<file path="src/rtl/sfa_pkg.sv">
// Shared types and constants for the frame aligner.
package sfa_pkg;
    // Framing state: searching, confirming a candidate, or in sync.
    typedef enum logic [1:0] {
        ST_HUNT    = 2'd0,
        ST_CONFIRM = 2'd1,
        ST_SYNC    = 2'd2
    } sfa_state_e;

    // Three A1 bytes then one A2 byte, first bit in time at the MSB.
    localparam int          PAT_W   = 32;
    localparam logic [31:0] PAT_SEQ = 32'hF6F6_F628;
endpackage

</file>
<file path="src/rtl/sfa_shift.sv">
// Bit-history shifter and pattern matcher.
// Keeps the serial stream history (newest bit at index 0), flags
// the framing word at each of DW bit offsets and outputs the
// DW-bit word selected by the current offset, registered.
// Assumes din[0] is the earliest bit of each input word.
module sfa_shift
    import sfa_pkg::*;
#(
    parameter int DW    = 4,
    parameter int OFF_W = (DW > 1) ? $clog2(DW) : 1
) (
    input  logic             clk,
    input  logic             rst_n,
    input  logic [DW-1:0]    din,
    input  logic [OFF_W-1:0] off,
    output logic [DW-1:0]    match,
    output logic [DW-1:0]    dout
);
    localparam int HIST_W = PAT_W + DW - 1;

    logic [HIST_W-1:0] hist;
    logic [DW-1:0]     din_rev;
    logic [DW-1:0]     win;

    // Reverse the word so the latest bit lands at the history LSB.
    always_comb begin
        for (int i = 0; i < DW; i++) din_rev[i] = din[DW-1-i];
    end

    // Shift the stream history by one word per clock.
    always_ff @(posedge clk) begin
        if (!rst_n) hist <= '0;
        else        hist <= {hist[HIST_W-DW-1:0], din_rev};
    end

    // One comparator per bit offset.
    for (genvar k = 0; k < DW; k++) begin : g_cmp
        assign match[k] = (hist[k+PAT_W-1:k] == PAT_SEQ);
    end

    // Pick the aligned word; output bit 0 is the oldest bit.
    always_comb begin
        for (int i = 0; i < DW; i++) win[i] = hist[int'(off) + DW - 1 - i];
    end

    // Register the aligned word.
    always_ff @(posedge clk) begin
        if (!rst_n) dout <= '0;
        else        dout <= win;
    end
endmodule

</file>
<file path="src/rtl/sfa_fsm.sv">
// Framing state machine.
// Searches for a candidate, confirms it at frame spacing, holds
// sync and counts missed frames. All updates hold while en is low.
// Assumes match[] is valid in the cycle after the pattern arrives.
module sfa_fsm
    import sfa_pkg::*;
#(
    parameter int DW        = 4,
    parameter int OFF_W     = (DW > 1) ? $clog2(DW) : 1,
    parameter int FRAME     = 77760,
    parameter int CONFIRM_N = 3,
    parameter int MISS_N    = 4
) (
    input  logic             clk,
    input  logic             rst_n,
    input  logic             en,
    input  logic [DW-1:0]    match,
    output logic [OFF_W-1:0] off,
    output sfa_state_e       state,
    output logic             sync_set
);
    localparam int FC_W   = (FRAME > 1) ? $clog2(FRAME) : 1;
    localparam int CNT_W  = $clog2(CONFIRM_N + 1);
    localparam int MISS_W = $clog2(MISS_N + 1);

    logic [FC_W-1:0]   fcnt, fcnt_n;
    logic [CNT_W-1:0]  cnt, cnt_n;
    logic [MISS_W-1:0] miss, miss_n;
    logic [OFF_W-1:0]  off_n, lo;
    sfa_state_e        state_n;
    logic              any, at_exp, hit;

    // Lowest matching offset wins.
    always_comb begin
        lo = '0;
        for (int k = DW - 1; k >= 0; k--) if (match[k]) lo = OFF_W'(k);
    end

    assign any    = |match;
    assign at_exp = (fcnt == FC_W'(FRAME - 1));
    assign hit    = match[off];

    // Next-state and counter logic.
    always_comb begin
        state_n  = state;
        off_n    = off;
        cnt_n    = cnt;
        miss_n   = miss;
        fcnt_n   = fcnt;
        sync_set = 1'b0;
        if (en) begin
            unique case (state)
                ST_HUNT: begin
                    fcnt_n = '0;
                    if (any) begin
                        off_n   = lo;
                        cnt_n   = CNT_W'(1);
                        state_n = ST_CONFIRM;
                    end
                end
                ST_CONFIRM: begin
                    if (at_exp && hit) begin
                        fcnt_n = '0;
                        if (cnt == CNT_W'(CONFIRM_N - 1)) begin
                            state_n  = ST_SYNC;
                            miss_n   = '0;
                            cnt_n    = '0;
                            sync_set = 1'b1;
                        end else begin
                            cnt_n = cnt + CNT_W'(1);
                        end
                    end else if (any) begin
                        off_n  = lo;
                        cnt_n  = CNT_W'(1);
                        fcnt_n = '0;
                    end else if (at_exp) begin
                        state_n = ST_HUNT;
                        cnt_n   = '0;
                        fcnt_n  = '0;
                    end else begin
                        fcnt_n = fcnt + FC_W'(1);
                    end
                end
                ST_SYNC: begin
                    if (at_exp) begin
                        fcnt_n = '0;
                        if (hit) begin
                            miss_n = '0;
                        end else if (miss == MISS_W'(MISS_N - 1)) begin
                            miss_n  = '0;
                            state_n = ST_HUNT;
                        end else begin
                            miss_n = miss + MISS_W'(1);
                        end
                    end else begin
                        fcnt_n = fcnt + FC_W'(1);
                    end
                end
                default: state_n = ST_HUNT;
            endcase
        end
    end

    // State registers.
    always_ff @(posedge clk) begin
        if (!rst_n) begin
            state <= ST_HUNT;
            off   <= '0;
            cnt   <= '0;
            miss  <= '0;
            fcnt  <= '0;
        end else begin
            state <= state_n;
            off   <= off_n;
            cnt   <= cnt_n;
            miss  <= miss_n;
            fcnt  <= fcnt_n;
        end
    end

    // disabled search freezes offset and state.
    a_r9_freeze: assert property (@(posedge clk) disable iff (!rst_n)
        !en |=> ($stable(off) && $stable(state)));

    // sync never moves the boundary.
    a_r7_sync_keeps_offset: assert property (@(posedge clk) disable iff (!rst_n)
        (state == ST_SYNC) |=> $stable(off));

    // confirmation count stays between one and the last step.
    a_r6_confirm_range: assert property (@(posedge clk) disable iff (!rst_n)
        (state == ST_CONFIRM) |-> (cnt >= CNT_W'(1) && cnt <= CNT_W'(CONFIRM_N - 1)));

    // sync is left only toward search.
    a_r8_sync_exit: assert property (@(posedge clk) disable iff (!rst_n)
        (state == ST_SYNC) |=> (state != ST_CONFIRM));
endmodule

</file>
<file path="src/rtl/sfa_pulse.sv">
// Pulse stretcher: a one-cycle set yields LEN cycles of output,
// starting the cycle after the set.
module sfa_pulse #(
    parameter int LEN = 4
) (
    input  logic clk,
    input  logic rst_n,
    input  logic set,
    output logic pulse
);
    localparam int PC_W = $clog2(LEN + 1);

    logic [PC_W-1:0] pcnt;

    // Load on set, count down to zero otherwise.
    always_ff @(posedge clk) begin
        if (!rst_n)           pcnt <= '0;
        else if (set)         pcnt <= PC_W'(LEN);
        else if (pcnt != '0)  pcnt <= pcnt - PC_W'(1);
    end

    assign pulse = (pcnt != '0);

    // once started, the pulse keeps going until it is done.
    a_r5_pulse_len: assert property (@(posedge clk) disable iff (!rst_n)
        (pulse && pcnt > PC_W'(1)) |=> pulse);
endmodule

</file>
<file path="src/rtl/sonet_frame_align.sv">
// SONET/SDH frame aligner top.
// Finds the three-A1 / one-A2 framing word at any bit offset of a
// DW-bit stream, confirms it over CONFIRM_N frames spaced
// FRAME_NIBBLES clocks apart, outputs realigned words and pulses
// frame_sync on entry into sync.
// Assumes rx_nib[0] is the earliest received bit.
module sonet_frame_align
    import sfa_pkg::*;
#(
    parameter int DW            = 4,
    parameter int FRAME_NIBBLES = 77760,
    parameter int CONFIRM_N     = 3,
    parameter int MISS_N        = 4,
    parameter int PULSE_LEN     = 4
) (
    input  logic          clk,
    input  logic          rst_n,
    input  logic          frame_en,
    input  logic [DW-1:0] rx_nib,
    output logic [DW-1:0] aln_nib,
    output logic          frame_sync
);
    localparam int OFF_W = (DW > 1) ? $clog2(DW) : 1;

    logic [DW-1:0]    match;
    logic [OFF_W-1:0] off;
    sfa_state_e       state;
    logic             sync_set;

    sfa_shift #(.DW(DW), .OFF_W(OFF_W)) u_shift (
        .clk   (clk),
        .rst_n (rst_n),
        .din   (rx_nib),
        .off   (off),
        .match (match),
        .dout  (aln_nib)
    );

    sfa_fsm #(
        .DW(DW), .OFF_W(OFF_W), .FRAME(FRAME_NIBBLES),
        .CONFIRM_N(CONFIRM_N), .MISS_N(MISS_N)
    ) u_fsm (
        .clk      (clk),
        .rst_n    (rst_n),
        .en       (frame_en),
        .match    (match),
        .off      (off),
        .state    (state),
        .sync_set (sync_set)
    );

    sfa_pulse #(.LEN(PULSE_LEN)) u_pulse (
        .clk   (clk),
        .rst_n (rst_n),
        .set   (sync_set),
        .pulse (frame_sync)
    );

    // the pulse starts only on the clock that entered sync.
    a_r10_pulse_on_entry: assert property (@(posedge clk) disable iff (!rst_n)
        $rose(frame_sync) |-> (state == ST_SYNC && $past(state) == ST_CONFIRM));
endmodule

</file>
<file path="config.mk">
export PLATFORM = sky130hd
export DESIGN_NAME = sonet_frame_align
export DESIGN_NICKNAME = d
export VERILOG_FILES = /design/src/rtl/sfa_pkg.sv /design/src/rtl/sfa_shift.sv /design/src/rtl/sfa_fsm.sv /design/src/rtl/sfa_pulse.sv /design/src/rtl/sonet_frame_align.sv
export SDC_FILE = /design/constraint.sdc
export NUM_CORES = 1
export LEC_CHECK = 0
export BUFFER_PORTS_ARGS = -buffer_cell sky130_fd_sc_hd__buf_2
export CORE_UTILIZATION = 50
export CTS_CLUSTER_SIZE = 16
export DETAILED_ROUTE_END_ITERATION = 8
export GPL_TIMING_DRIVEN = 0
export PLACE_DENSITY_LB_ADDON = 0.15
export SLEW_MARGIN = 0
export SYNTH_ARGS = -nofsm -noshare
export SYNTH_HDL_FRONTEND = slang
export SYNTH_HIERARCHICAL = 1
export SYNTH_SLANG_ARGS = --single-unit
</file>
<file path="constraint.sdc">
create_clock -name clk -period 3.6 [get_ports clk]
set_input_delay 0.9 -clock clk [delete_from_list [all_inputs] [get_ports clk]]
set_output_delay 0.9 -clock clk [all_outputs]
set_load 0.005 [all_outputs]
</file>
==> impl_summary.txt <==
----------------------------------------------------
[Finish]
  Number of nets at the end of the flow ... 384
  Filler instances ... 589
  Utilization of the core after routing ... 56.8%
  Area taken by multi-input logic gates ... 1800 um^2
  Register area ... 1360 um^2
  Post-route cell area ... 3580 um^2
  Area Overhead vs Synth ... 9.64%
  Fraction of final layout cells with drive strength greater than 1 ... 10.9%
  Final antenna diode count ... 0

[Timing]
  Setup total negative slack ... 0 ns
  Hold violation count in the final report ... 0
  Final critical-path required period ... 3.36 ns
  Post-route clock period utilization ... 93.3%
  Hold slack ... 0.438 ns
  Final slew viol count ... 0
  Fmax ... 0.298 GHz
  Final setup violating endpoints ... 0
  Worst Max-Slew Pin Slew ... 1.07 ns
  RSZ-0062 raised after global routing ... no
  Layout Skew ... 0.00635 ns
  Relative slew slack ... 27.9%

[CTS]
  Sinks on Clock Net ... 68
  Clock slew at reported path FFs ... 0.07 ns
  Hold_buf cts ... 0
  Root cell of the clock tree ... sky130_fd_sc_hd__clkbuf_8
  Bufs on Longest Clock Path ... 2
  Number of CTS-inserted buffers ... 9
  H-tree levels ... 3
  Worst skew pair latency ... 0.34 ns
  Clock tree from TritonCTS ... yes

[Power]
  Switching power summed over all nets ... 0.337 mW
  Total leakage power ... 1.33 nW
  Internal power ... 1.08 mW
  Clock network fraction of design power ... 37.2%
  Power density over cell area ... 394 nW/um^2
  Fraction of power spent switching nets ... 23.8%
  Maximum ir drop on the vdd rail ... 0.000220 V
  Combinational share of power ... 7.2%
  Sequential power share ... 55.6%

[Yosys]
  Cell area after synthesis ... 3270 um^2
  Most used DFF post-synth ... sky130_fd_sc_hd__dfxtp_1
  Nets in the synthesized netlist ... 362
  Yosys warning total ... 6
  Seq/Total Area, Yosys ... 41.6%
  Async SR Flop Fraction ... 0%
  Number of distinct library cells after synthesis ... 54
  Post-synth EDFFs ... 0
  Count of mapped cells out of synthesis ... 342
  Synth Register Bits ... 68
  Avg Synthesized Cell Area ... 9.56 um^2

[Detailed routing]
  Count of unresolved DRC violations after routing ... 0
  Routed vias/inst ... 5.70
  Total length of routed wires ... 6.47 mm
  1st-iter DRT viols ... 105
  Post-DRT Antenna Nets ... 0
  Vias post-DR ... 2532
  Iteration count of the initial detailed-routing pass ... 4
  Detail-routed net length per standard cell ... 14.6 um

[Floorplanning]
  Core area ... 6310 um^2
  Placement row count ... 29
  Initial core utilization ... 51.8%
  Floorplan die width ... 82.9 um
  Ports placed on the boundary ... 12
  Vertical extent of the die ... 82.9 um
  Floorplan die area ... 6870 um^2

[Worst setup path]
  Kind of cell with the highest combined delay on the critical path ... simple AND/OR/NAND/NOR gates
  Slowest cell delay on critical path ... 0.79 ns
  Arr. time, crit path ... 3.64 ns
  Worst endpoint required time ... 3.88 ns
  Critical Path Slowest Stage Cell ... sky130_fd_sc_hd__nor4_1
  Worst reg2reg startpoint ... u_shift/hist[22]
  Ordered cell list for the critical path ... nor4bb_1 -> nand2_1 -> nand4bb_1 -> nor4_1 -> mux4_2 -> mux2i_1 -> nor3_4 -> or4b_1 -> a21oi_1
  Worst reg2reg path depth ... 9
  Critical setup path kind ... flop to flop
  Endpoint of the worst-slack reg-to-reg timing path ... u_fsm/miss[0]
  Endpoint type of the worst setup path ... flop
  Reg-to-reg slack, setup ... 0.24 ns
  Nature of the critical path startpoint ... flop
  Critical path buffer and inverter count ... 0
  Critical Path Source ... u_shift/hist[22]
  Max FO, Critical Path ... 8

[Placement]
  Sum of net half-perimeters after detailed placement ... 4.71 mm
  Port Buffer Count ... 11
  Placer's final routability congestion estimate ... 0.904
  Post-placement cell area ... 3420 um^2

[Global routing]
  First-pass GRT wire length ... 11.1 mm
  Antenna violations before repair ... 0
  Via count of the first global-routing pass ... 2400
  Overall track demand over capacity in global routing ... 20.3%
  Total congestion overflow ... 0
  Maximum number of pins on one net before global-route repair ... 12

[Run]
  Maximum capacitance violations ... 0

[Hold path]
  Origin of the worst min-delay path ... u_fsm/miss[2]
  Path category of the worst min-delay check ... flop to flop
  Hold Path Depth ... 2
  Worst Hold Path EP ... u_fsm/miss[2]

[Status]
  Result of the run ... complete, no violations

----------------------------------------------------
-- repair_timing --
| action | 4_1_cts | 5_1_grt |
|---|---|---|
| setup endpoints to repair | 0 | 2 |
| gates resized for setup | 0 | 1 |
| buffers inserted | 0 | 0 |
-- metal layers --
metal,GRT usage (%),vias up,share of wire [%]
li1,-,1253,-
met3,5.27,8,3.9
met4,7.68,0,1.4
met5,0,-,0
met1,25.7,1227,47
met2,33.2,44,47
-- registers in the layout, summed over array words and instances, names as in the netlist --
register,cells
u_pulse/pcnt,3
u_fsm/cnt,2
u_fsm/miss,3
u_fsm/fcnt,17
u_shift/dout,4
u_fsm/off,2
u_shift/hist,35
u_fsm/state,2
-- cell usage after synthesis (2+ instances only) --
cell / number / share of area [%]
sky130_fd_sc_hd__dfxtp_1: 68 / 42
sky130_fd_sc_hd__and2_1: 35 / 6.7
sky130_fd_sc_hd__nor2_1: 31 / 3.6
sky130_fd_sc_hd__nand2_1: 19 / 2.2
sky130_fd_sc_hd__inv_1: 17 / 2.0
sky130_fd_sc_hd__ha_1: 13 / 5.0
sky130_fd_sc_hd__a21oi_1: 12 / 1.8
sky130_fd_sc_hd__mux2i_1: 12 / 3.7
sky130_fd_sc_hd__nor3_1: 10 / 1.5
sky130_fd_sc_hd__nand3_1: 9 / 1.4
sky130_fd_sc_hd__o21ai_0: 9 / 1.4
sky130_fd_sc_hd__xnor2_1: 8 / 2.1
sky130_fd_sc_hd__xor2_1: 8 / 2.1
sky130_fd_sc_hd__nand4_1: 7 / 1.3
sky130_fd_sc_hd__nor2b_1: 7 / 1.3
sky130_fd_sc_hd__nor4_1: 7 / 1.3
sky130_fd_sc_hd__nand4b_1: 5 / 1.3
sky130_fd_sc_hd__and3_1: 4 / 0.77
sky130_fd_sc_hd__clkbuf_1: 4 / 0.46
sky130_fd_sc_hd__mux4_1: 4 / 3.2
sky130_fd_sc_hd__nand2b_1: 4 / 0.77
sky130_fd_sc_hd__nand3b_1: 4 / 0.92
sky130_fd_sc_hd__mux4_2: 3 / 2.1
sky130_fd_sc_hd__o22ai_1: 3 / 0.57
sky130_fd_sc_hd__or3_1: 3 / 0.57
sky130_fd_sc_hd__buf_2: 2 / 0.31
sky130_fd_sc_hd__buf_6: 2 / 0.69
sky130_fd_sc_hd__nand4bb_1: 2 / 0.69
sky130_fd_sc_hd__nor4b_1: 2 / 0.54
sky130_fd_sc_hd__nor4bb_1: 2 / 0.61
sky130_fd_sc_hd__o211a_1: 2 / 0.61
sky130_fd_sc_hd__or4b_1: 2 / 0.61
-- placed cells by master (no fill, tap or decap), types with 2 or more instances in the layout --
master	instances
sky130_fd_sc_hd__a21oi_1	12
sky130_fd_sc_hd__and2_1	35
sky130_fd_sc_hd__and3_1	4
sky130_fd_sc_hd__buf_2	13
sky130_fd_sc_hd__buf_6	2
sky130_fd_sc_hd__clkbuf_1	6
sky130_fd_sc_hd__clkbuf_8	10
sky130_fd_sc_hd__dfxtp_1	68
sky130_fd_sc_hd__ha_1	13
sky130_fd_sc_hd__inv_1	17
sky130_fd_sc_hd__mux2i_1	12
sky130_fd_sc_hd__mux4_1	4
sky130_fd_sc_hd__mux4_2	3
sky130_fd_sc_hd__nand2_1	19
sky130_fd_sc_hd__nand2b_1	4
sky130_fd_sc_hd__nand3_1	9
sky130_fd_sc_hd__nand3b_1	4
sky130_fd_sc_hd__nand4_1	7
sky130_fd_sc_hd__nand4b_1	5
sky130_fd_sc_hd__nand4bb_1	2
sky130_fd_sc_hd__nor2_1	31
sky130_fd_sc_hd__nor2b_1	7
sky130_fd_sc_hd__nor3_1	10
sky130_fd_sc_hd__nor4_1	6
sky130_fd_sc_hd__nor4b_1	2
sky130_fd_sc_hd__nor4bb_1	2
sky130_fd_sc_hd__o211a_1	2
sky130_fd_sc_hd__o21ai_0	9
sky130_fd_sc_hd__o22ai_1	3
sky130_fd_sc_hd__or3_1	3
sky130_fd_sc_hd__or4b_1	2
sky130_fd_sc_hd__xnor2_1	8
sky130_fd_sc_hd__xor2_1	8
-- logic make-up after synthesis --
group,Yosys count,synth area share (%)
compound gates,37,7.23
buf+inv,25,3.41
xor+xnor,16,4.29
flops,68,41.6
simple gates,162,28.8
fa+ha+maj,13,4.98
mux,21,9.64
-- area by class of cell --
type | count | area share (%)
multi-input combinational | 249 | 50.3
sequential | 68 | 38.0
clock buffer | 12 | 4.05
tap | 77 | 2.69
inverter | 17 | 1.78
timing repair buffer | 11 | 1.54
buffer | 8 | 1.33
clock inverter | 2 | 0.349
-- through the flow --
stage	power [mW]	setup slack, ns	cells
final	1.41	0.241	444
after global routing	1.49	0.0888	444
after CTS	1.44	0.298	444
after detailed placement	0.906	0.312	430
after global placement	0.900	0.365	430
after floorplan	0.870	0.778	342
-- how the worst max path moves through the flow --
| stage | to | cells after the start | slack [ns] |
|---|---|---|---|
| floorplan | u_fsm/miss[0] | 9 | 0.78 |
| global placement | u_fsm/miss[0] | 9 | 0.36 |
| detailed placement | u_fsm/miss[0] | 9 | 0.31 |
| CTS | u_fsm/miss[0] | 9 | 0.30 |
| global route | u_fsm/miss[0] | 9 | 0.09 |
| finish | u_fsm/miss[0] | 9 | 0.24 |
-- worst min-delay path, cell delays in order, from the launching register on --
cell and delay, ns:
sky130_fd_sc_hd__dfxtp_1 0.31, sky130_fd_sc_hd__nand2_1 0.05, sky130_fd_sc_hd__a21oi_1 0.03
-- power by group through the flow --
stage	Combinational (mW)	Clock, mW	Sequential (mW)
after floorplan	0.0722	0	0.798
after global placement	0.0977	0	0.802
after detailed placement	0.103	0	0.802
after CTS	0.104	0.546	0.785
after global routing	0.117	0.581	0.787
final	0.102	0.526	0.785
Note: power is estimated with default switching activity, not from simulation.
